==> config.mk <==
export PLATFORM = sky130hd
export DESIGN_NAME = slist_line_ctrl
export DESIGN_NICKNAME = d
export VERILOG_FILES = /design/src/rtl/slist_pkg.sv /design/src/rtl/slist_home_dir.sv /design/src/rtl/slist_backoff.sv /design/src/rtl/slist_cache_dir.sv /design/src/rtl/slist_line_ctrl.sv
export SDC_FILE = /design/constraint.sdc
export NUM_CORES = 1
export LEC_CHECK = 0
export BUFFER_PORTS_ARGS = -buffer_cell sky130_fd_sc_hd__buf_2
export CAP_MARGIN = 30
export CORE_MARGIN = 5
export CORE_UTILIZATION = 57
export DETAILED_ROUTE_END_ITERATION = 7
export PLACE_DENSITY = 0.75
export RECOVER_POWER = 100
export SYNTH_ARGS = -nofsm -noshare
export SYNTH_HDL_FRONTEND = slang
export SYNTH_HIERARCHICAL = 1
export SYNTH_SLANG_ARGS = --single-unit
==> constraint.sdc <==
create_clock -name clk -period 4.9 [get_ports clk]
set_input_delay 0.49 -clock clk [delete_from_list [all_inputs] [get_ports clk]]
set_output_delay 0.49 -clock clk [all_outputs]
set_load 0.03 [all_outputs]
==> src/rtl/slist_pkg.sv <==
package slist_pkg;

  typedef enum logic [2:0] {
    MT_RD_REQ  = 3'd0,
    MT_RD_DATA = 3'd1,
    MT_RD_PTR  = 3'd2,
    MT_ATT_REQ = 3'd3,
    MT_ATT_REP = 3'd4,
    MT_RETRY   = 3'd5
  } msg_t;

  typedef enum logic [3:0] {
    CS_INV        = 4'd0,
    CS_PEND_RD    = 4'd1,
    CS_PEND_EX    = 4'd2,
    CS_PEND_ATF   = 4'd3,
    CS_PEND_ATG   = 4'd4,
    CS_ONLY_FRESH = 4'd5,
    CS_ONLY_DIRTY = 4'd6,
    CS_HEAD_FRESH = 4'd7,
    CS_HEAD_DIRTY = 4'd8,
    CS_MID_VALID  = 4'd9,
    CS_TAIL_VALID = 4'd10
  } cst_t;

  typedef enum logic [1:0] {
    HS_HOME  = 2'd0,
    HS_FRESH = 2'd1,
    HS_GONE  = 2'd2
  } hst_t;

  function automatic logic is_pend(cst_t s);
    return (s == CS_PEND_RD) || (s == CS_PEND_EX) ||
           (s == CS_PEND_ATF) || (s == CS_PEND_ATG);
  endfunction

  function automatic logic is_pend_att(cst_t s);
    return (s == CS_PEND_ATF) || (s == CS_PEND_ATG);
  endfunction

endpackage

==> src/rtl/slist_home_dir.sv <==
module slist_home_dir
  import slist_pkg::*;
#(
  parameter int NODE_W = 2,
  parameter int LINE_W = 4
) (
  input  logic              clk,
  input  logic              rst,
  input  logic [NODE_W-1:0] my_id,
  input  logic              req_vld,
  input  logic [NODE_W-1:0] req_src,
  input  logic [LINE_W-1:0] req_line,
  input  logic              req_excl,
  output logic              rsp_vld,
  output logic [2:0]        rsp_type,
  output logic [NODE_W-1:0] rsp_ptr,
  output logic              rsp_flag,
  input  logic [LINE_W-1:0] probe_line,
  output logic [1:0]        probe_hstate,
  output logic [NODE_W-1:0] probe_head
);

  localparam int NLINES = 1 << LINE_W;

  hst_t              hst  [NLINES];
  logic [NODE_W-1:0] head [NLINES];

  logic req_ok;
  hst_t n_hst;

  always_comb begin
    req_ok   = req_vld && (req_line[NODE_W-1:0] == my_id);
    rsp_vld  = req_ok;
    rsp_type = MT_RD_DATA;
    rsp_ptr  = head[req_line];
    rsp_flag = 1'b0;
    n_hst    = hst[req_line];
    case (hst[req_line])
      HS_HOME: begin
        rsp_ptr = '0;
        n_hst   = req_excl ? HS_GONE : HS_FRESH;
      end
      HS_FRESH: rsp_flag = 1'b1;
      default:  rsp_type = MT_RD_PTR;
    endcase
  end

  always_ff @(posedge clk) begin
    if (rst) begin
      for (int i = 0; i < NLINES; i++) begin
        hst[i]  <= HS_HOME;
        head[i] <= '0;
      end
    end else if (req_ok) begin
      hst[req_line]  <= n_hst;
      head[req_line] <= req_src;
    end
  end

  assign probe_hstate = hst[probe_line];
  assign probe_head   = head[probe_line];


  home_leave_chk: assert property (@(posedge clk) disable iff (rst)
    (req_ok && hst[req_line] == HS_HOME) |=> (hst[$past(req_line)] != HS_HOME));


  gone_keep_chk: assert property (@(posedge clk) disable iff (rst)
    (req_ok && hst[req_line] == HS_GONE) |=>
      (hst[$past(req_line)] == HS_GONE && head[$past(req_line)] == $past(req_src)));

endmodule

==> src/rtl/slist_backoff.sv <==
module slist_backoff #(
  parameter int LINE_W  = 4,
  parameter int BACKOFF = 4
) (
  input  logic              clk,
  input  logic              rst,
  input  logic              set_vld,
  input  logic [LINE_W-1:0] set_line,
  input  logic              clr_vld,
  input  logic [LINE_W-1:0] clr_line,
  output logic              due_any,
  output logic [LINE_W-1:0] due_line
);

  localparam int NLINES = 1 << LINE_W;
  localparam int CW     = $clog2(BACKOFF + 1);

  logic [CW-1:0] cnt [NLINES];

  for (genvar g = 0; g < NLINES; g++) begin : g_cnt
    always_ff @(posedge clk) begin
      if (rst)
        cnt[g] <= '0;
      else if (set_vld && set_line == LINE_W'(g))
        cnt[g] <= CW'(BACKOFF);
      else if (clr_vld && clr_line == LINE_W'(g))
        cnt[g] <= '0;
      else if (cnt[g] > CW'(1))
        cnt[g] <= cnt[g] - CW'(1);
    end
  end

  always_comb begin
    due_any  = 1'b0;
    due_line = '0;
    for (int i = NLINES - 1; i >= 0; i--) begin
      if (cnt[i] == CW'(1)) begin
        due_any  = 1'b1;
        due_line = LINE_W'(i);
      end
    end
  end


  clr_due_chk: assert property (@(posedge clk) disable iff (rst)
    clr_vld |-> due_any);

endmodule

==> src/rtl/slist_cache_dir.sv <==
module slist_cache_dir
  import slist_pkg::*;
#(
  parameter int NODE_W = 2,
  parameter int LINE_W = 4
) (
  input  logic              clk,
  input  logic              rst,
  input  logic [NODE_W-1:0] my_id,
  input  logic              in_busy,
  input  logic              miss_valid,
  input  logic [LINE_W-1:0] miss_line,
  input  logic              miss_excl,
  output logic              miss_rdy,
  input  logic              msg_vld,
  input  logic [2:0]        msg_type,
  input  logic [NODE_W-1:0] msg_src,
  input  logic [LINE_W-1:0] msg_line,
  input  logic [NODE_W-1:0] msg_ptr,
  input  logic              msg_flag,
  input  logic              due_any,
  input  logic [LINE_W-1:0] due_line,
  output logic              set_vld,
  output logic              clr_vld,
  output logic              rsp_vld,
  output logic [2:0]        rsp_type,
  output logic [NODE_W-1:0] rsp_dst,
  output logic [LINE_W-1:0] rsp_line,
  output logic [NODE_W-1:0] rsp_ptr,
  output logic              rsp_flag,
  input  logic [LINE_W-1:0] probe_line,
  output logic [3:0]        probe_state,
  output logic [NODE_W-1:0] probe_fwd,
  output logic              probe_fwd_vld,
  output logic [NODE_W-1:0] probe_bwd,
  output logic              probe_bwd_vld
);

  localparam int NLINES = 1 << LINE_W;

  cst_t              cst  [NLINES];
  logic [NODE_W-1:0] fwd  [NLINES];
  logic [NODE_W-1:0] bwd  [NLINES];
  logic              fwdv [NLINES];
  logic              bwdv [NLINES];

  logic              upd;
  logic [LINE_W-1:0] ul;
  cst_t              n_st;
  logic [NODE_W-1:0] n_fwd, n_bwd;
  logic              n_fwdv, n_bwdv;
  cst_t              cur;

  always_comb begin
    miss_rdy = !in_busy && !due_any;
    clr_vld  = due_any && !in_busy;
    set_vld  = 1'b0;
    rsp_vld  = 1'b0;
    rsp_type = MT_RD_REQ;
    rsp_dst  = msg_src;
    rsp_line = msg_line;
    rsp_ptr  = '0;
    rsp_flag = 1'b0;
    upd      = 1'b0;
    if (msg_vld)       ul = msg_line;
    else if (clr_vld)  ul = due_line;
    else               ul = miss_line;
    cur    = cst[ul];
    n_st   = cur;
    n_fwd  = fwd[ul];
    n_fwdv = fwdv[ul];
    n_bwd  = bwd[ul];
    n_bwdv = bwdv[ul];
    if (msg_vld) begin
      case (msg_type)
        MT_RD_DATA: begin
          if (cur == CS_PEND_RD || cur == CS_PEND_EX) begin
            upd = 1'b1;
            if (msg_flag) begin
              n_st     = CS_PEND_ATF;
              n_fwd    = msg_ptr;
              n_fwdv   = 1'b1;
              rsp_vld  = 1'b1;
              rsp_type = MT_ATT_REQ;
              rsp_dst  = msg_ptr;
            end else begin
              n_st   = (cur == CS_PEND_EX) ? CS_ONLY_DIRTY : CS_ONLY_FRESH;
              n_fwdv = 1'b0;
              n_bwdv = 1'b0;
            end
          end
        end
        MT_RD_PTR: begin
          if (cur == CS_PEND_RD || cur == CS_PEND_EX) begin
            upd      = 1'b1;
            n_st     = CS_PEND_ATG;
            n_fwd    = msg_ptr;
            n_fwdv   = 1'b1;
            rsp_vld  = 1'b1;
            rsp_type = MT_ATT_REQ;
            rsp_dst  = msg_ptr;
          end
        end
        MT_ATT_REP: begin
          if (is_pend_att(cur) && fwdv[ul] && fwd[ul] == msg_src) begin
            upd    = 1'b1;
            n_st   = (cur == CS_PEND_ATF) ? CS_HEAD_FRESH : CS_HEAD_DIRTY;
            n_bwdv = 1'b0;
          end
        end
        MT_ATT_REQ: begin
          rsp_vld = 1'b1;
          case (cur)
            CS_HEAD_FRESH, CS_HEAD_DIRTY, CS_ONLY_FRESH, CS_ONLY_DIRTY: begin
              upd      = 1'b1;
              n_st     = (cur == CS_HEAD_FRESH || cur == CS_HEAD_DIRTY) ?
                         CS_MID_VALID : CS_TAIL_VALID;
              n_bwd    = msg_src;
              n_bwdv   = 1'b1;
              rsp_type = MT_ATT_REP;
              rsp_flag = (cur == CS_HEAD_DIRTY || cur == CS_ONLY_DIRTY);
            end
            default: rsp_type = MT_RETRY;
          endcase
        end
        MT_RETRY: begin
          if (is_pend_att(cur) && fwdv[ul] && fwd[ul] == msg_src)
            set_vld = 1'b1;
        end
        default: ;
      endcase
    end else if (clr_vld) begin
      if (is_pend_att(cur)) begin
        rsp_vld  = 1'b1;
        rsp_type = MT_ATT_REQ;
        rsp_dst  = fwd[ul];
        rsp_line = ul;
      end
    end else if (miss_valid && miss_rdy && cur == CS_INV) begin
      upd      = 1'b1;
      n_st     = miss_excl ? CS_PEND_EX : CS_PEND_RD;
      n_fwdv   = 1'b0;
      n_bwdv   = 1'b0;
      rsp_vld  = 1'b1;
      rsp_type = MT_RD_REQ;
      rsp_dst  = miss_line[NODE_W-1:0];
      rsp_line = miss_line;
      rsp_flag = miss_excl;
    end
  end

  always_ff @(posedge clk) begin
    if (rst) begin
      for (int i = 0; i < NLINES; i++) begin
        cst[i]  <= CS_INV;
        fwd[i]  <= '0;
        bwd[i]  <= '0;
        fwdv[i] <= 1'b0;
        bwdv[i] <= 1'b0;
      end
    end else if (upd) begin
      cst[ul]  <= n_st;
      fwd[ul]  <= n_fwd;
      bwd[ul]  <= n_bwd;
      fwdv[ul] <= n_fwdv;
      bwdv[ul] <= n_bwdv;
    end
  end

  assign probe_state   = cst[probe_line];
  assign probe_fwd     = fwd[probe_line];
  assign probe_fwd_vld = fwdv[probe_line];
  assign probe_bwd     = bwd[probe_line];
  assign probe_bwd_vld = bwdv[probe_line];

  logic unused_id;
  assign unused_id = ^my_id;


  pend_hold_chk: assert property (@(posedge clk) disable iff (rst)
    (msg_vld && msg_type == MT_ATT_REQ && is_pend(cst[msg_line])) |=>
      (cst[$past(msg_line)] == $past(cst[msg_line])));


  only_to_tail_chk: assert property (@(posedge clk) disable iff (rst)
    (msg_vld && msg_type == MT_ATT_REQ && cst[msg_line] == CS_ONLY_FRESH) |=>
      (cst[$past(msg_line)] == CS_TAIL_VALID && bwdv[$past(msg_line)]));

endmodule

==> src/rtl/slist_line_ctrl.sv <==
module slist_line_ctrl
  import slist_pkg::*;
#(
  parameter int NODE_W  = 2,
  parameter int LINE_W  = 4,
  parameter int BACKOFF = 4
) (
  input  logic              clk,
  input  logic              rst,
  input  logic [NODE_W-1:0] my_id,
  input  logic              miss_valid,
  input  logic [LINE_W-1:0] miss_line,
  input  logic              miss_excl,
  output logic              miss_rdy,
  input  logic              in_valid,
  input  logic [2:0]        in_type,
  input  logic [NODE_W-1:0] in_src,
  input  logic [NODE_W-1:0] in_dst,
  input  logic [LINE_W-1:0] in_line,
  input  logic [NODE_W-1:0] in_ptr,
  input  logic              in_flag,
  output logic              out_valid,
  output logic [2:0]        out_type,
  output logic [NODE_W-1:0] out_src,
  output logic [NODE_W-1:0] out_dst,
  output logic [LINE_W-1:0] out_line,
  output logic [NODE_W-1:0] out_ptr,
  output logic              out_flag,
  input  logic [LINE_W-1:0] probe_line,
  output logic [3:0]        probe_state,
  output logic [NODE_W-1:0] probe_fwd,
  output logic              probe_fwd_vld,
  output logic [NODE_W-1:0] probe_bwd,
  output logic              probe_bwd_vld,
  output logic [1:0]        probe_hstate,
  output logic [NODE_W-1:0] probe_head
);

  logic for_me, home_req, cache_msg;
  assign for_me    = in_valid && (in_dst == my_id);
  assign home_req  = for_me && (in_type == MT_RD_REQ);
  assign cache_msg = for_me && (in_type != MT_RD_REQ);

  logic              h_vld, h_flag;
  logic [2:0]        h_type;
  logic [NODE_W-1:0] h_ptr;

  slist_home_dir #(.NODE_W(NODE_W), .LINE_W(LINE_W)) u_home (
    .clk(clk), .rst(rst), .my_id(my_id),
    .req_vld(home_req), .req_src(in_src), .req_line(in_line), .req_excl(in_flag),
    .rsp_vld(h_vld), .rsp_type(h_type), .rsp_ptr(h_ptr), .rsp_flag(h_flag),
    .probe_line(probe_line), .probe_hstate(probe_hstate), .probe_head(probe_head)
  );

  logic              set_vld, clr_vld, due_any;
  logic [LINE_W-1:0] due_line;

  slist_backoff #(.LINE_W(LINE_W), .BACKOFF(BACKOFF)) u_backoff (
    .clk(clk), .rst(rst),
    .set_vld(set_vld), .set_line(in_line),
    .clr_vld(clr_vld), .clr_line(due_line),
    .due_any(due_any), .due_line(due_line)
  );

  logic              c_vld, c_flag;
  logic [2:0]        c_type;
  logic [NODE_W-1:0] c_dst, c_ptr;
  logic [LINE_W-1:0] c_line;

  slist_cache_dir #(.NODE_W(NODE_W), .LINE_W(LINE_W)) u_cache (
    .clk(clk), .rst(rst), .my_id(my_id), .in_busy(in_valid),
    .miss_valid(miss_valid), .miss_line(miss_line), .miss_excl(miss_excl),
    .miss_rdy(miss_rdy),
    .msg_vld(cache_msg), .msg_type(in_type), .msg_src(in_src), .msg_line(in_line),
    .msg_ptr(in_ptr), .msg_flag(in_flag),
    .due_any(due_any), .due_line(due_line),
    .set_vld(set_vld), .clr_vld(clr_vld),
    .rsp_vld(c_vld), .rsp_type(c_type), .rsp_dst(c_dst), .rsp_line(c_line),
    .rsp_ptr(c_ptr), .rsp_flag(c_flag),
    .probe_line(probe_line), .probe_state(probe_state),
    .probe_fwd(probe_fwd), .probe_fwd_vld(probe_fwd_vld),
    .probe_bwd(probe_bwd), .probe_bwd_vld(probe_bwd_vld)
  );

  always_ff @(posedge clk) begin
    if (rst) begin
      out_valid <= 1'b0;
      out_type  <= '0;
      out_src   <= '0;
      out_dst   <= '0;
      out_line  <= '0;
      out_ptr   <= '0;
      out_flag  <= 1'b0;
    end else begin
      out_valid <= h_vld || c_vld;
      out_src   <= my_id;
      if (h_vld) begin
        out_type <= h_type;
        out_dst  <= in_src;
        out_line <= in_line;
        out_ptr  <= h_ptr;
        out_flag <= h_flag;
      end else begin
        out_type <= c_type;
        out_dst  <= c_dst;
        out_line <= c_line;
        out_ptr  <= c_ptr;
        out_flag <= c_flag;
      end
    end
  end


  legal_out_chk: assert property (@(posedge clk) disable iff (rst)
    out_valid |-> (out_type <= 3'd5 && out_src == $past(my_id)));

endmodule

* After elaboration in Yosys (flattened, before gate mapping)
Memory sizes are Yosys's and may differ from the RTL's. A register that Yosys moved wholly into a read port is not among the register bits.
Cells that the tools add are included.
W data, S select, Z words.
** Operators by class
- Add/sub/neg operators :: 16
- $lt $le $gt $ge :: 16
- Equality and inequality tests :: 73
- Muxes and demuxes :: 386
- Bitwise logic cells :: 49
- Reductions and logical operators :: 68
** Operators with widths (count)
- $mux W1 :: 258
- $mux W4 :: 40
- $mux W3 :: 51
- $eq A4 B4 Y1 const B :: 17
- $mux W2 :: 29
- $eq A3 B1 Y1 const B :: 17
- $eq A4 B3 Y1 const B :: 12
- $gt A3 B1 Y1 const B :: 16
- $or A1 B1 Y1 :: 48
- $sub A3 B1 Y3 const B :: 16
- $logic_and A1 B1 Y1 :: 42
- $eq A4 B2 Y1 const B :: 6
- $pmux W4 S4 :: 1
- $ne A3 B3 Y1 const B :: 5
- $eq A4 B1 Y1 const B :: 3
- $logic_not A4 Y1 :: 3
- $reduce_or A2 Y1 :: 6
- $pmux W1 S3 :: 3
- $pmux W3 S3 :: 1
- $ne A4 B4 Y1 const B :: 2
- $pmux W2 S2 :: 2
- $reduce_and A8 Y1 :: 1
- $reduce_or A4 Y1 :: 2
- $eq A2 B2 Y1 :: 3
- other kinds (15) :: 24
** Word-level totals
- Register bits :: 13
- Bits in writable memories :: 272
- Logic and storage cells :: 622
- Memories kept :: 8
** Memories
- u_cache.cst :: words 16, bits a word 4, read ports 2, clocked after memory_dff 0, wr ports 16, line slist_cache_dir.sv:41 : cst_t cst [NLINES];
- u_backoff.cnt :: words 16, bits a word 3, read ports 16, clocked after memory_dff 0, wr ports 16, line slist_backoff.sv:18 : logic [CW-1:0] cnt [NLINES];
- u_cache.bwd :: words 16, bits a word 2, read ports 1, clocked after memory_dff 0, wr ports 16, line slist_cache_dir.sv:43 : logic [NODE_W-1:0] bwd [NLINES];
- u_cache.fwd :: words 16, bits a word 2, read ports 2, clocked after memory_dff 0, wr ports 16, line slist_cache_dir.sv:42 : logic [NODE_W-1:0] fwd [NLINES];
- u_home.head :: words 16, bits a word 2, read ports 2, clocked after memory_dff 1, wr ports 16, line slist_home_dir.sv:26 : logic [NODE_W-1:0] head [NLINES];
- u_home.hst :: words 16, bits a word 2, read ports 2, clocked after memory_dff 0, wr ports 16, line slist_home_dir.sv:25 : hst_t hst [NLINES];
- 2 more memories

* Depth between registers and ports, before layout
Gate-level depths: netlist of the first run.
An unclocked memory read counts as a cell.
- Word-level depth :: 36
- Gate-level depth with buffers :: 25
- Mapped depth without buffers :: 22

* By module
The synthesis of the first run kept the hierarchy.
** Modules (own cells, without submodules)
- slist_cache_dir :: times used 1, cells an instance 803, area each 9616.7 µm², seq. area each 4804.6 µm²
- slist_home_dir :: times used 1, cells an instance 282, area each 3873.7 µm², seq. area each 1921.8 µm²
- slist_backoff :: times used 1, cells an instance 351, area each 3241.9 µm², seq. area each 1441.4 µm²
- slist_line_ctrl :: times used 1, cells an instance 51, area each 571.8 µm², seq. area each 300.3 µm²

* Worst setup path after synthesis of the first run
OpenSTA, ideal clock, no wires.
- Path kind :: flip-flop to flip-flop
- From :: memory u_backoff/cnt[1][15] (netlist name)
- To :: memory u_backoff/cnt[0][2] (netlist name) (data pin)
- Setup time :: 272 ps
- Data arrival time :: 4951 ps
- Required time :: 4628 ps
- Setup slack :: -323 ps
- Cell stages (with the launch flop) :: 23
- Buffers on the path :: 3
- Period minus slack after synthesis :: 5223 ps
- Cell sequence :: edfxtp_1 > ha_1 > nor2b_1 > a31oi_1 > o21ai_0 > a2111oi_0 > o22ai_1 > and4bb_1 > a211o_1 > buf_6 > buf_2 > a32oi_1 > and4_1 > nand4_1 > o21a_1 > buf_2 > nor2_2 > nor4b_1 > or3b_4 > nor3_1 > nor3_1 > o21ai_0 > o32ai_1
** RTL lines (line)
- start: declaration :: slist_backoff.sv:18

==> results by group, run 1 <==
Power
  • Maximum vdd drop: 0.429 mV
  • Leakage power figure: 7.91 nW
  • Power density over the cells: 573 nW/um2

Setup path
  • Data arrival at the endpoint of the critical path: 5.44 ns
  • Crit-path max FO: 6
  • Start-to-end type of the worst setup path: reg2reg
  • Critical path data required time: 5.20 ns
  • Setup slack on the worst flop-to-flop path: -0.25 ns
  • Launching element type of the critical path: flip-flop
  • CP Capture Type: flip-flop

STA
  • Total negative slack: -34.41 ns
  • Worst Slack Setup Final: -0.246 ns
  • Max_slew headroom: 24.9%
  • Final Hold Violating Endpoints: 0
  • Actual slew at the worst max-slew pin: 1.13 ns
  • Peak clock frequency supported by timing: 194 MHz
  • Largest clock skew in the final design: 0.0143 ns
  • Finish-stage setup viols: 359
  • Setup repair after global routing missed its margin: true
  • Final period demand of the worst path: 5.15 ns
  • Final critical-path share of the clock period: 105%
  • Max-slew violation total from the final report: 0

Global route
  • Remaining global-route overflow: 0
  • Global router's overall resource usage: 27.9%
  • Maximum number of pins on one net before global-route repair: 51
  • Via count of the first global-routing pass: 13,100
  • Initial antenna violation count: 0
  • First-pass GRT wire length: 74.1 mm

CTS
  • Number of buffers added to fix hold violations after cts: 0
  • Latest clock arrival within the worst-skew pair: 0.57 ns
  • Number of buffers inserted during clock tree synthesis: 30
  • Root Buffer: clkbuf_16
  • Clock slew at the register clock pins of the worst setup and hold paths: 0.07 ns
  • Clk sinks: 287
  • TritonCTS clock tree: yes
  • Deepest level of the CTS H-tree: 1
  • Deepest clock path buffer count: 3

Outcome
  • Failing checks: setup timing
  • Status: complete, but fails checks

Cells and area
  • Final non-filler cell area: 21,300 um2
  • Sequential cell area in the final layout: 8470 um2
  • Final-layout fill cell count: 2,010
  • Count of inserted antenna diode cells: 0
  • P&R area growth vs syn: 22.9%
  • Fraction of final layout cells with drive strength greater than 1: 35.0%
  • Area of combinational cells with multiple inputs: 8840 um2
  • Final Instance Count excl. Fillers: 2,088
  • Net count, final: 1,737

Placement
  • Post-detail-place hpwl: 34.1 mm
  • Cell Count Post-Placement: 2,004
  • Count of input and output buffers: 58
  • RePlAce Congestion: 0.955
  • Instance area after placement: 19,000 um2

Floorplanning
  • Height of the die: 184 um
  • Area of the die: 33,900 um2
  • Chip width: 184 um
  • Starting density of the core: 58.1%
  • Row count: 63
  • Std-Cell Core Area: 29,800 um2
  • Top-Level Pins: 59

Synthesis
  • Seq/Total Area, Yosys: 48.9%
  • Count of flip-flops with a built-in enable after synthesis: 272
  • Netlist area before placement: 17,300 um2
  • Most frequent cell after synthesis: nor2_1
  • Cells after synthesis: 1,487
  • Flip-flop and latch count after synthesis: 287
  • Top cells by count, synth: 299 x nor2_1, 272 x edfxtp_1, 89 x nand2_1, 88 x mux4_2, 61 x inv_1
  • YS warnings: 6
  • Largest cells by area after synthesis: edfxtp_1 47%, mux4_2 11%, nor2_1 6.5%, mux2i_1 3.4%, ha_1 2.3%
  • Largest area contributor in the netlist: edfxtp_1
  • Async SR Flop Fraction: 0%
  • Synth unique cells: 90
  • Area share of the largest cell type after synthesis: 47.2%
  • Avg Inst Size Synth: 11.6 um2
  • Most frequently used flop master after synthesis: edfxtp_1

Job
  • Max-capacitance violation count: 0

Detailed routing
  • Detailed Route Iter0 Violations: 1,669
  • Routed WL: 49.6 mm
  • Residual antenna-violating net count after detailed routing: 0
  • Drt via density: 6.47
  • Count of vias placed by the detailed router: 13,500
  • Initial DRT Pass Iterations: 5
  • Average wire length per cell after detail routing: 23.8 um
  • Post-route DRC violation count: 0

Hold path
  • HP Class: in2reg
==> worst max-delay path: stages, from the launching register on <==
cell and delay (ns):
edfxtp_1 0.45, ha_4 0.20, nor2b_4 0.13, nor2_2 0.17, buf_4 0.15, nand2_1 0.08, nor2_1 0.28, nand2_2 0.16
and4bb_2 0.33, a211oi_4 0.36, buf_4 0.22, a221oi_1 0.07, o21ai_1 0.26, and4_4 0.28, nand4_1 0.13, o21a_1 0.16
nor2_2 0.16, nor4b_4 0.31, buf_4 0.18, nand3b_1 0.09, buf_6 0.17, o22ai_2 0.16, nor2_1 0.10, o21ai_2 0.14
o22ai_1 0.14
==> report_power, final <==
part	internal, mW	switching [mW]
clock	1.46	0.937
sequential	3.05	0.193
combinational	2.75	3.79
total	7.25	4.92
==> metal layers <==
metal  GRT usage, %  share of wire, %
met3           5.11                10
met5              0                 0
met4           10.6               4.5
met1           38.0                38
met2           45.1                48
==> sequential cells by signal, summed over array words and instances (netlist names), 2 cells and up <==
signal	count
out_type	3
out_ptr	2
out_dst	2
out_src	2
u_cache/fwd	32
u_cache/bwd	32
u_home/head	32
u_cache/cst	64
u_backoff/cnt	48
out_line	4
u_cache/fwdv	16
u_cache/bwdv	16
u_home/hst	32
==> kinds of logic (layout without fill, tap and decap cells) <==
| kind of cell | Yosys count | after routing | synth area share, % |
|---|---|---|---|
| DFF | 287 | 287 | 48.9 |
| other | 2 | 3 | 0.0434 |
| buffers and inverters | 164 | 373 | 5.36 |
| AOI/OAI and AO/OA | 265 | 265 | 10.4 |
| muxes | 157 | 157 | 15.6 |
| and+or+nand+nor | 558 | 559 | 16.2 |
| xor gates and xnor gates | 22 | 22 | 1.11 |
| adders and majority gates | 32 | 32 | 2.31 |
==> placed cells by master (no fill, tap or decap), drive strengths merged, types with 5 or more instances in the layout <==
| cell | netlist | routed |
|---|---|---|
| a2111oi | 11 | 11 |
| a211o | 5 | 5 |
| a211oi | 15 | 15 |
| a21oi | 63 | 63 |
| a221oi | 13 | 13 |
| a22oi | 11 | 11 |
| a31oi | 22 | 22 |
| a32oi | 12 | 12 |
| and2 | 16 | 16 |
| buf | 62 | 255 |
| bufinv | 0 | 6 |
| clkbuf | 40 | 37 |
| clkinv | 1 | 13 |
| dfxtp | 15 | 15 |
| edfxtp | 272 | 272 |
| ha | 32 | 32 |
| inv | 61 | 61 |
| mux2 | 10 | 10 |
| mux2i | 59 | 59 |
| mux4 | 88 | 88 |
| nand2 | 91 | 91 |
| nand2b | 33 | 33 |
| nand3 | 9 | 9 |
| nand3b | 4 | 5 |
| nand4 | 25 | 25 |
| nor2 | 302 | 302 |
| nor2b | 21 | 21 |
| nor3 | 24 | 24 |
| nor3b | 5 | 5 |
| o21ai | 58 | 58 |
| o22ai | 23 | 23 |
| o32ai | 5 | 5 |
| or2 | 8 | 8 |
| xnor2 | 17 | 17 |
| xor2 | 5 | 5 |
==> repair_timing <==
item / CTS / global route
pin swaps: 29 / 44
endpoints found under the setup margin: 341 / 422
buffers inserted: 13 / 11
cloned: 2 / 3
gates resized for setup: 82 / 172
==> layout make-up <==
| cell class | instances | share of cell area (%) |
|---|---|---|
| Clock inverter | 19 | 1.14 |
| Inverter | 62 | 1.09 |
| Multi-Input combinational cell | 1038 | 41.6 |
| Sequential cell | 287 | 39.8 |
| Clock buffer | 35 | 3.72 |
| Timing Repair Buffer | 257 | 10.3 |
| Tap cell | 390 | 2.30 |
==> final timing paths <==
kind	startpoint	to	cells after the start
setup / recovery	u_backoff/cnt[1][0]	u_backoff/cnt[0][17]	24
hold / removal	my_id[1]	out_src[1]	2
setup reg to reg	u_backoff/cnt[1][0]	u_backoff/cnt[0][17]	24
hold reg to reg	u_backoff/cnt[0][21]	u_backoff/cnt[0][21]	1
==> stage by stage <==
step / power (mW) / hold WS [ns] / setup WS, ns / util, %
6_report: 12.2 / 0.221 / -0.246 / 71.4
5_1_grt: 12.7 / 0.228 / -0.381 / 71.4
4_1_cts: 11.4 / 0.199 / -0.00471 / 68.4
3_5_place_dp: 8.69 / 0.586 / -0.204 / 63.6
3_3_place_gp: 8.57 / 0.575 / -0.0817 / 63.6
2_1_floorplan: 6.56 / 0.558 / 0.00771 / -
Power figures use the tool's default switching activity.
==> inputs of run 2 (changes only) <==
--- a/config.mk
+++ b/config.mk
@@ -7,10 +7,11 @@
 export LEC_CHECK = 0
 export BUFFER_PORTS_ARGS = -buffer_cell sky130_fd_sc_hd__buf_2
 export CAP_MARGIN = 30
-export CORE_MARGIN = 5
+export CORE_ASPECT_RATIO = 1.75
+export CORE_MARGIN = 8
 export CORE_UTILIZATION = 57
 export DETAILED_ROUTE_END_ITERATION = 7
-export PLACE_DENSITY = 0.75
+export PLACE_DENSITY = 0.77
 export RECOVER_POWER = 100
 export SYNTH_ARGS = -nofsm -noshare
 export SYNTH_HDL_FRONTEND = slang
==> run 2 against run 1 <==
Net effect:
- clock power down 18%
- clock skew up 0.018 ns
- global-route usage up 2.1 points
- highest routed layer is now met5
- the run still ends with setup timing left
- via count up 8.2%
==> results by group, run 2 (synthesis results as in run 1) <==
Setup path
  • Crit-path max FO: 7 (+1)
  • Start-to-end type of the worst setup path: reg2reg
  • Data arrival at the endpoint of the critical path: 5.63 ns (+0.19 ns)
  • CP Capture Type: flip-flop
  • Critical path data required time: 5.20 ns (about the same)
  • Launching element type of the critical path: flip-flop

Floorplanning
  • Std-Cell Core Area: 30,000 um2 (+0.53%)
  • Starting density of the core: 57.8% (-0.31 points)
  • Top-Level Pins: 59 (unchanged)
  • Row count: 84 (+33%)
  • Chip width: 148 um (-20%)
  • Height of the die: 246 um (+34%)
  • Area of the die: 36,400 um2 (+7.3%)

STA
  • Max_slew headroom: 24.3% (-0.66 points)
  • Worst Slack Setup Final: -0.431 ns (-0.186 ns)
  • Total negative slack: -98.11 ns (-63.70 ns)
  • Peak clock frequency supported by timing: 188 MHz (-3.5%)
  • Largest clock skew in the final design: 0.0322 ns (+0.0179 ns)
  • Final Hold Violating Endpoints: 0 (unchanged)
  • Setup repair after global routing missed its margin: true
  • Actual slew at the worst max-slew pin: 1.14 ns (+0.00986 ns)
  • Final period demand of the worst path: 5.33 ns (+0.186 ns)
  • Finish-stage setup viols: 419 (+17%)
  • Final critical-path share of the clock period: 109% (+3.8 points)
  • Max-slew violation total from the final report: 0 (unchanged)

CTS
  • Deepest clock path buffer count: 3 (unchanged)
  • Clk sinks: 287 (unchanged)
  • Number of buffers inserted during clock tree synthesis: 26 (-13%)
  • Root Buffer: clkbuf_16
  • Deepest level of the CTS H-tree: 1 (unchanged)
  • Latest clock arrival within the worst-skew pair: 0.58 ns (about the same)
  • Number of buffers added to fix hold violations after cts: 0 (unchanged)
  • Clock slew at the register clock pins of the worst setup and hold paths: 0.07 ns (about the same)
  • TritonCTS clock tree: yes

Detailed routing
  • Post-route DRC violation count: 0 (unchanged)
  • Count of vias placed by the detailed router: 14,600 (+8.2%)
  • Residual antenna-violating net count after detailed routing: 0 (unchanged)
  • Initial DRT Pass Iterations: 5 (unchanged)
  • Detailed Route Iter0 Violations: 1,371 (-18%)
  • Drt via density: 6.60 (+1.9%)
  • Average wire length per cell after detail routing: 25.9 um (+9.0%)
  • Routed WL: 57.4 mm (+16%)

Placement
  • Post-detail-place hpwl: 37.9 mm (+11%)
  • Count of input and output buffers: 58 (unchanged)
  • Cell Count Post-Placement: 2,083 (+3.9%)
  • Instance area after placement: 19,600 um2 (+3.5%)
  • Pre-CTS worst setup slack: -0.549 ns (-0.345 ns)
  • RePlAce Congestion: 1.01 (+5.5%)

Cells and area
  • P&R area growth vs syn: 29.8%
  • Final Instance Count excl. Fillers: 2,217 (+6.2%)
  • Most flop-heavy register: u_cache/cst
  • Net count, final: 1,871 (+7.7%)
  • Number of flip-flops under the largest register name: 64 (unchanged)
  • Final-layout fill cell count: 1,803 (-10%)
  • Fraction of final layout cells with drive strength greater than 1: 42.1% (+7.1 points)
  • Final non-filler cell area: 22,500 um2 (+5.6%)
  • Commonest cells after routing, fill and taps aside: 274 x nor2_1, 274 x buf_4, 272 x edfxtp_1, 88 x mux4_2, 61 x nand2_1
  • Leading registers by flop count: u_cache/cst (64), u_backoff/cnt (48)

Global route
  • Global router's overall resource usage: 30.0% (+2.1 points)
  • Initial antenna violation count: 2 (+2)
  • Via count of the first global-routing pass: 14,800 (+12%)
  • Maximum number of pins on one net before global-route repair: 54 (+5.9%)
  • First-pass GRT wire length: 82.8 mm (+12%)
  • Remaining global-route overflow: 0 (unchanged)

Power
  • Maximum vdd drop: 0.465 mV (+8.4%)
  • Total Power: 13.7 mW (+12%)
  • Power density over the cells: 608 nW/um2 (+6.2%)
  • Leakage power figure: 8.57 nW (+8.4%)

Outcome
  • Status: complete, but fails checks
  • Failing checks: setup timing

Job
  • Max-capacitance violation count: 0 (unchanged)

Hold path
  • HP Class: in2reg
## run 2: what timing repair did
item                       CTS  global route
cloned                       5             1
setup buffers               55            31
hold endpoints to repair     0             0
pin swaps                   57            70
resized for setup          159           184
setup endpoints to repair  423           425
## run 2: final timing paths
path | start | slack [ns] | endpoint | depth (start not counted)
max reg2reg | u_backoff/cnt[1][1] | -0.43 | u_backoff/cnt[0][14] | 25
max | u_backoff/cnt[1][1] | -0.43 | u_backoff/cnt[0][14] | 25
min reg2reg | u_backoff/cnt[1][9] | 0.67 | u_backoff/cnt[1][9] | 2
min | my_id[1] | 0.25 | out_src[1] | 3
## run 2: area by class of cell
type	instances	area (um2)	area share [%]
multi-input cells	1038	9120	40.6
flip-flops and latches	287	8470	37.7
repair buffers	395	3350	14.9
clock buffers	30	666	2.96
well taps	387	484	2.16
inverters	62	233	1.04
clock inverters	17	131	0.585
diodes	1	2.50	0.0111
## run 2: metrics by stage
step	utilization, %	hold slack (ns)
floorplan	-	0.558
global route	75.0	0.269
detailed placement	65.5	0.652
finish	75.0	0.253
global placement	65.4	0.638
CTS	71.6	0.251
## run 2: critical path, stage by stage, from the launching register on
cell,delay (ns)
edfxtp_1,0.40
inv_2,0.10
ha_4,0.14
nor2b_4,0.21
nor2_4,0.06
o31ai_4,0.17
a31o_2,0.16
a21boi_2,0.08
or4b_4,0.51
o211ai_1,0.14
buf_4,0.22
clkbuf_4,0.24
buf_4,0.15
a211oi_2,0.04
o21ai_1,0.19
nand4_1,0.19
xor2_1,0.32
nand3_2,0.18
nor2_4,0.14
nor4b_4,0.28
buf_4,0.19
or3b_4,0.42
o22ai_2,0.19
nor2_2,0.08
o21ai_2,0.13
o22ai_2,0.09
## run 2: power by group
part | internal, mW | switching, mW
Combinational | 3.85 | 4.65
Sequential | 3.05 | 0.167
Clock | 1.03 | 0.919
## run 2: layer usage
metal / track usage [%] / up-vias / wire length (um)
li1: - / 6206 / -
met1: 29.7 / 7100 / 17700
met2: 52.6 / 990 / 29200
met3: 6.61 / 325 / 4950
met4: 25.4 / 2 / 5510
met5: 0 / - / 11
==> inputs of run 3 (changes only) <==
==> constraint.sdc (replaced) <==
create_clock -name clk -period 4.86 [get_ports clk]
set_input_delay 0.486 -clock clk [delete_from_list [all_inputs] [get_ports clk]]
set_output_delay 0.486 -clock clk [all_outputs]
set_load 0.03 [all_outputs]
==> run 3 against run 2 <==
Net effect:
- the run still ends with setup timing left
- global-route usage fell by 0.19 points
- power down 3.3%
- hold slack improved by 0.020 ns
- non-clock buffer count fell by 36
- clock skew is 0.0074 ns lower
- via count decreased by 0.86%
- cell count shrank 1.7%
- cell area fell by 0.10%
- clock power is 7% higher
- flip-flop and latch count stayed put
- critical endpoint unchanged
==> results by group, run 3 (synthesis results as in run 1) <==
Cells and area
  • Utilization after layout: 74.9% (-0.075 points)
  • Net count, final: 1,834 (-2.0%)
  • Leading registers by flop count: u_cache/cst (64), u_backoff/cnt (48)
  • Final-layout fill cell count: 1,847 (+2.4%)
  • Most flop-heavy register: u_cache/cst
  • Leading cell type in the layout, fill and taps excluded: edfxtp_1
  • Number of flip-flops under the largest register name: 64 (unchanged)
  • Fraction of final layout cells with drive strength greater than 1: 43.5% (+1.4 points)
  • Commonest cells after routing, fill and taps aside: 272 x edfxtp_1, 237 x nor2_1, 234 x buf_4, 88 x mux4_2, 60 x nand2_1
  • Count of inserted antenna diode cells: 0 (-1)
  • P&R area growth vs syn: 29.6%
  • Final Instance Count excl. Fillers: 2,179 (-1.7%)

Outcome
  • Failing checks: setup timing
  • Status: complete, but fails checks

Floorplanning
  • Chip width: 148 um (unchanged)
  • Area of the die: 36,400 um2 (unchanged)
  • Top-Level Pins: 59 (unchanged)
  • Height of the die: 246 um (unchanged)
  • Std-Cell Core Area: 30,000 um2 (unchanged)
  • Row count: 84 (unchanged)
  • Starting density of the core: 57.8% (unchanged)

Job
  • Max-capacitance violation count: 0 (unchanged)

STA
  • Worst Slack Setup Final: -0.378 ns (+0.0534 ns)
  • Final Hold Violating Endpoints: 0 (unchanged)
  • Final period demand of the worst path: 5.24 ns (-0.0934 ns)
  • Actual slew at the worst max-slew pin: 1.23 ns (+0.0947 ns)
  • Max-slew violation total from the final report: 0 (unchanged)
  • Finish-stage setup viols: 362 (-14%)
  • Largest clock skew in the final design: 0.0249 ns (-0.00736 ns)
  • Worst slack on hold paths: 0.273 ns (+0.0204 ns)
  • Peak clock frequency supported by timing: 191 MHz (+1.8%)
  • Max_slew headroom: 18.0% (-6.3 points)
  • Final critical-path share of the clock period: 108% (-1.0 points)
  • Setup repair after global routing missed its margin: true

Setup path
  • Launching element type of the critical path: flip-flop
  • Crit-path max FO: 6 (-1)
  • CP Capture Type: flip-flop
  • Setup slack on the worst flop-to-flop path: -0.38 ns (+0.05 ns)
  • Delay contributed by the slowest stage of the critical path: 0.54 ns (+0.03 ns)
  • Start-to-end type of the worst setup path: reg2reg
  • Critical-path cell with the highest stage delay: or4b_4
  • Data arrival at the endpoint of the critical path: 5.53 ns (-0.10 ns)
  • Critical path data required time: 5.16 ns (-0.04 ns)

Global route
  • Remaining global-route overflow: 0 (unchanged)
  • Maximum number of pins on one net before global-route repair: 54 (unchanged)
  • Initial antenna violation count: 2 (unchanged)
  • Global router's overall resource usage: 29.8% (-0.19 points)
  • First-pass GRT wire length: 82.4 mm (-0.47%)
  • Via count of the first global-routing pass: 14,600 (-0.84%)

Detailed routing
  • Routed length on met3: 4.98 mm (+0.51%)
  • Initial DRT Pass Iterations: 5 (unchanged)
  • Met2 WL post-DR: 29.5 mm (+1.2%)
  • Drt via density: 6.65 (+0.87%)
  • Routed WL: 57.3 mm (-0.19%)
  • Routed length on met1: 18.0 mm (+1.6%)
  • Residual antenna-violating net count after detailed routing: 0 (unchanged)
  • Average wire length per cell after detail routing: 26.3 um (+1.6%)
  • Count of vias placed by the detailed router: 14,500 (-0.86%)
  • Post-route DRC violation count: 0 (unchanged)
  • Top routing layer used: met5
  • Detailed Route Iter0 Violations: 1,516 (+11%)

Power
  • Combinational fraction of design power: 59.7% (-2.5 points)
  • Maximum vdd drop: 0.473 mV (+1.6%)
  • Switch Pwr: 5.52 mW (-3.6%)
  • Power density over the cells: 589 nW/um2 (-3.2%)
  • Leakage power figure: 8.43 nW (-1.7%)
  • Internal power consumption: 7.69 mW (-3.0%)
  • Total Power: 13.2 mW (-3.3%)
  • Proportion of power drawn by the clock network: 15.8% (+1.5 points)
  • Switching part of the total power: 41.8% (-0.16 points)
  • Sequential share of power: 24.4% (+0.9 points)

Placement
  • Pre-CTS worst setup slack: -0.442 ns (+0.107 ns)
  • Count of input and output buffers: 58 (unchanged)
  • Cell Count Post-Placement: 2,070 (-0.62%)
  • RePlAce Congestion: 0.980 (-2.7%)
  • Post-detail-place hpwl: 37.9 mm (about the same)

CTS
  • Deepest clock path buffer count: 3 (unchanged)
  • Number of buffers inserted during clock tree synthesis: 26 (unchanged)
  • Latest clock arrival within the worst-skew pair: 0.57 ns (about the same)
  • TritonCTS clock tree: yes
  • Clock slew at the register clock pins of the worst setup and hold paths: 0.07 ns (about the same)
  • Number of buffers added to fix hold violations after cts: 0 (unchanged)
  • Root Buffer: clkbuf_16
  • Clk sinks: 287 (unchanged)
  • Deepest level of the CTS H-tree: 1 (unchanged)

Hold path
  • HP Class: in2reg
run 3: area by class of cell:
class	count	area, um2	area share [%]
sequential	287	8470	37.7
clock buffer	30	666	2.97
timing repair buffer	359	3110	13.9
inverter	62	235	1.05
tap	387	484	2.16
multi-input combinational	1037	9290	41.4
clock inverter	17	184	0.820
run 3: path summary, 6_finish.rpt:
| kind | from | to | depth (start not counted) |
|---|---|---|---|
| max | u_backoff/cnt[1][1] | u_backoff/cnt[0][14] | 25 |
| min | my_id[1] | out_src[1] | 3 |
| max reg2reg | u_backoff/cnt[1][1] | u_backoff/cnt[0][14] | 25 |
| min reg2reg | u_backoff/cnt[0][3] | u_backoff/cnt[0][3] | 2 |
run 3: metrics by stage:
stage / area, um2 / TNS, ns
floorplan: 17300 / 0
global placement: 19400 / -54.73
CTS: 21400 / -3.24
detailed placement: 19400 / -99.57
global route: 22400 / -95.85
finish: 22400 / -42.63
run 3: power groups by stage:
stage,Sequential [mW],Combinational (mW),Clock (mW)
finish,3.23,7.89,2.09
global route,3.25,8.22,2.21
CTS,3.22,7.02,2.11
global placement,3.23,5.84,0
detailed placement,3.25,5.95,0
floorplan,3.30,3.32,0
run 3: critical path: cells and delay by family, from the launching register on:
family	cells	cell delay [ns]
simple gates	9	1.99
mux	1	0.16
fa+ha+maj	1	0.13
buf+inv	5	0.72
compound gates	8	1.30
xor+xnor	1	0.26
flops	1	0.41
run 3: per-layer routing:
metal  vias to the layer above  global-route usage, %
met1                      7167                   29.7
met4                         4                   22.1
met2                       898                   53.4
met3                       283                   6.78
met5                         -                      0
li1                       6145                      -
run 3: timing repair:
action / 4_1_cts / 5_1_grt
buffers inserted: 38 / 26
pin swaps: 51 / 99
setup endpoints to repair: 420 / 423
gates resized for setup: 188 / 233
cloned: 7 / 0
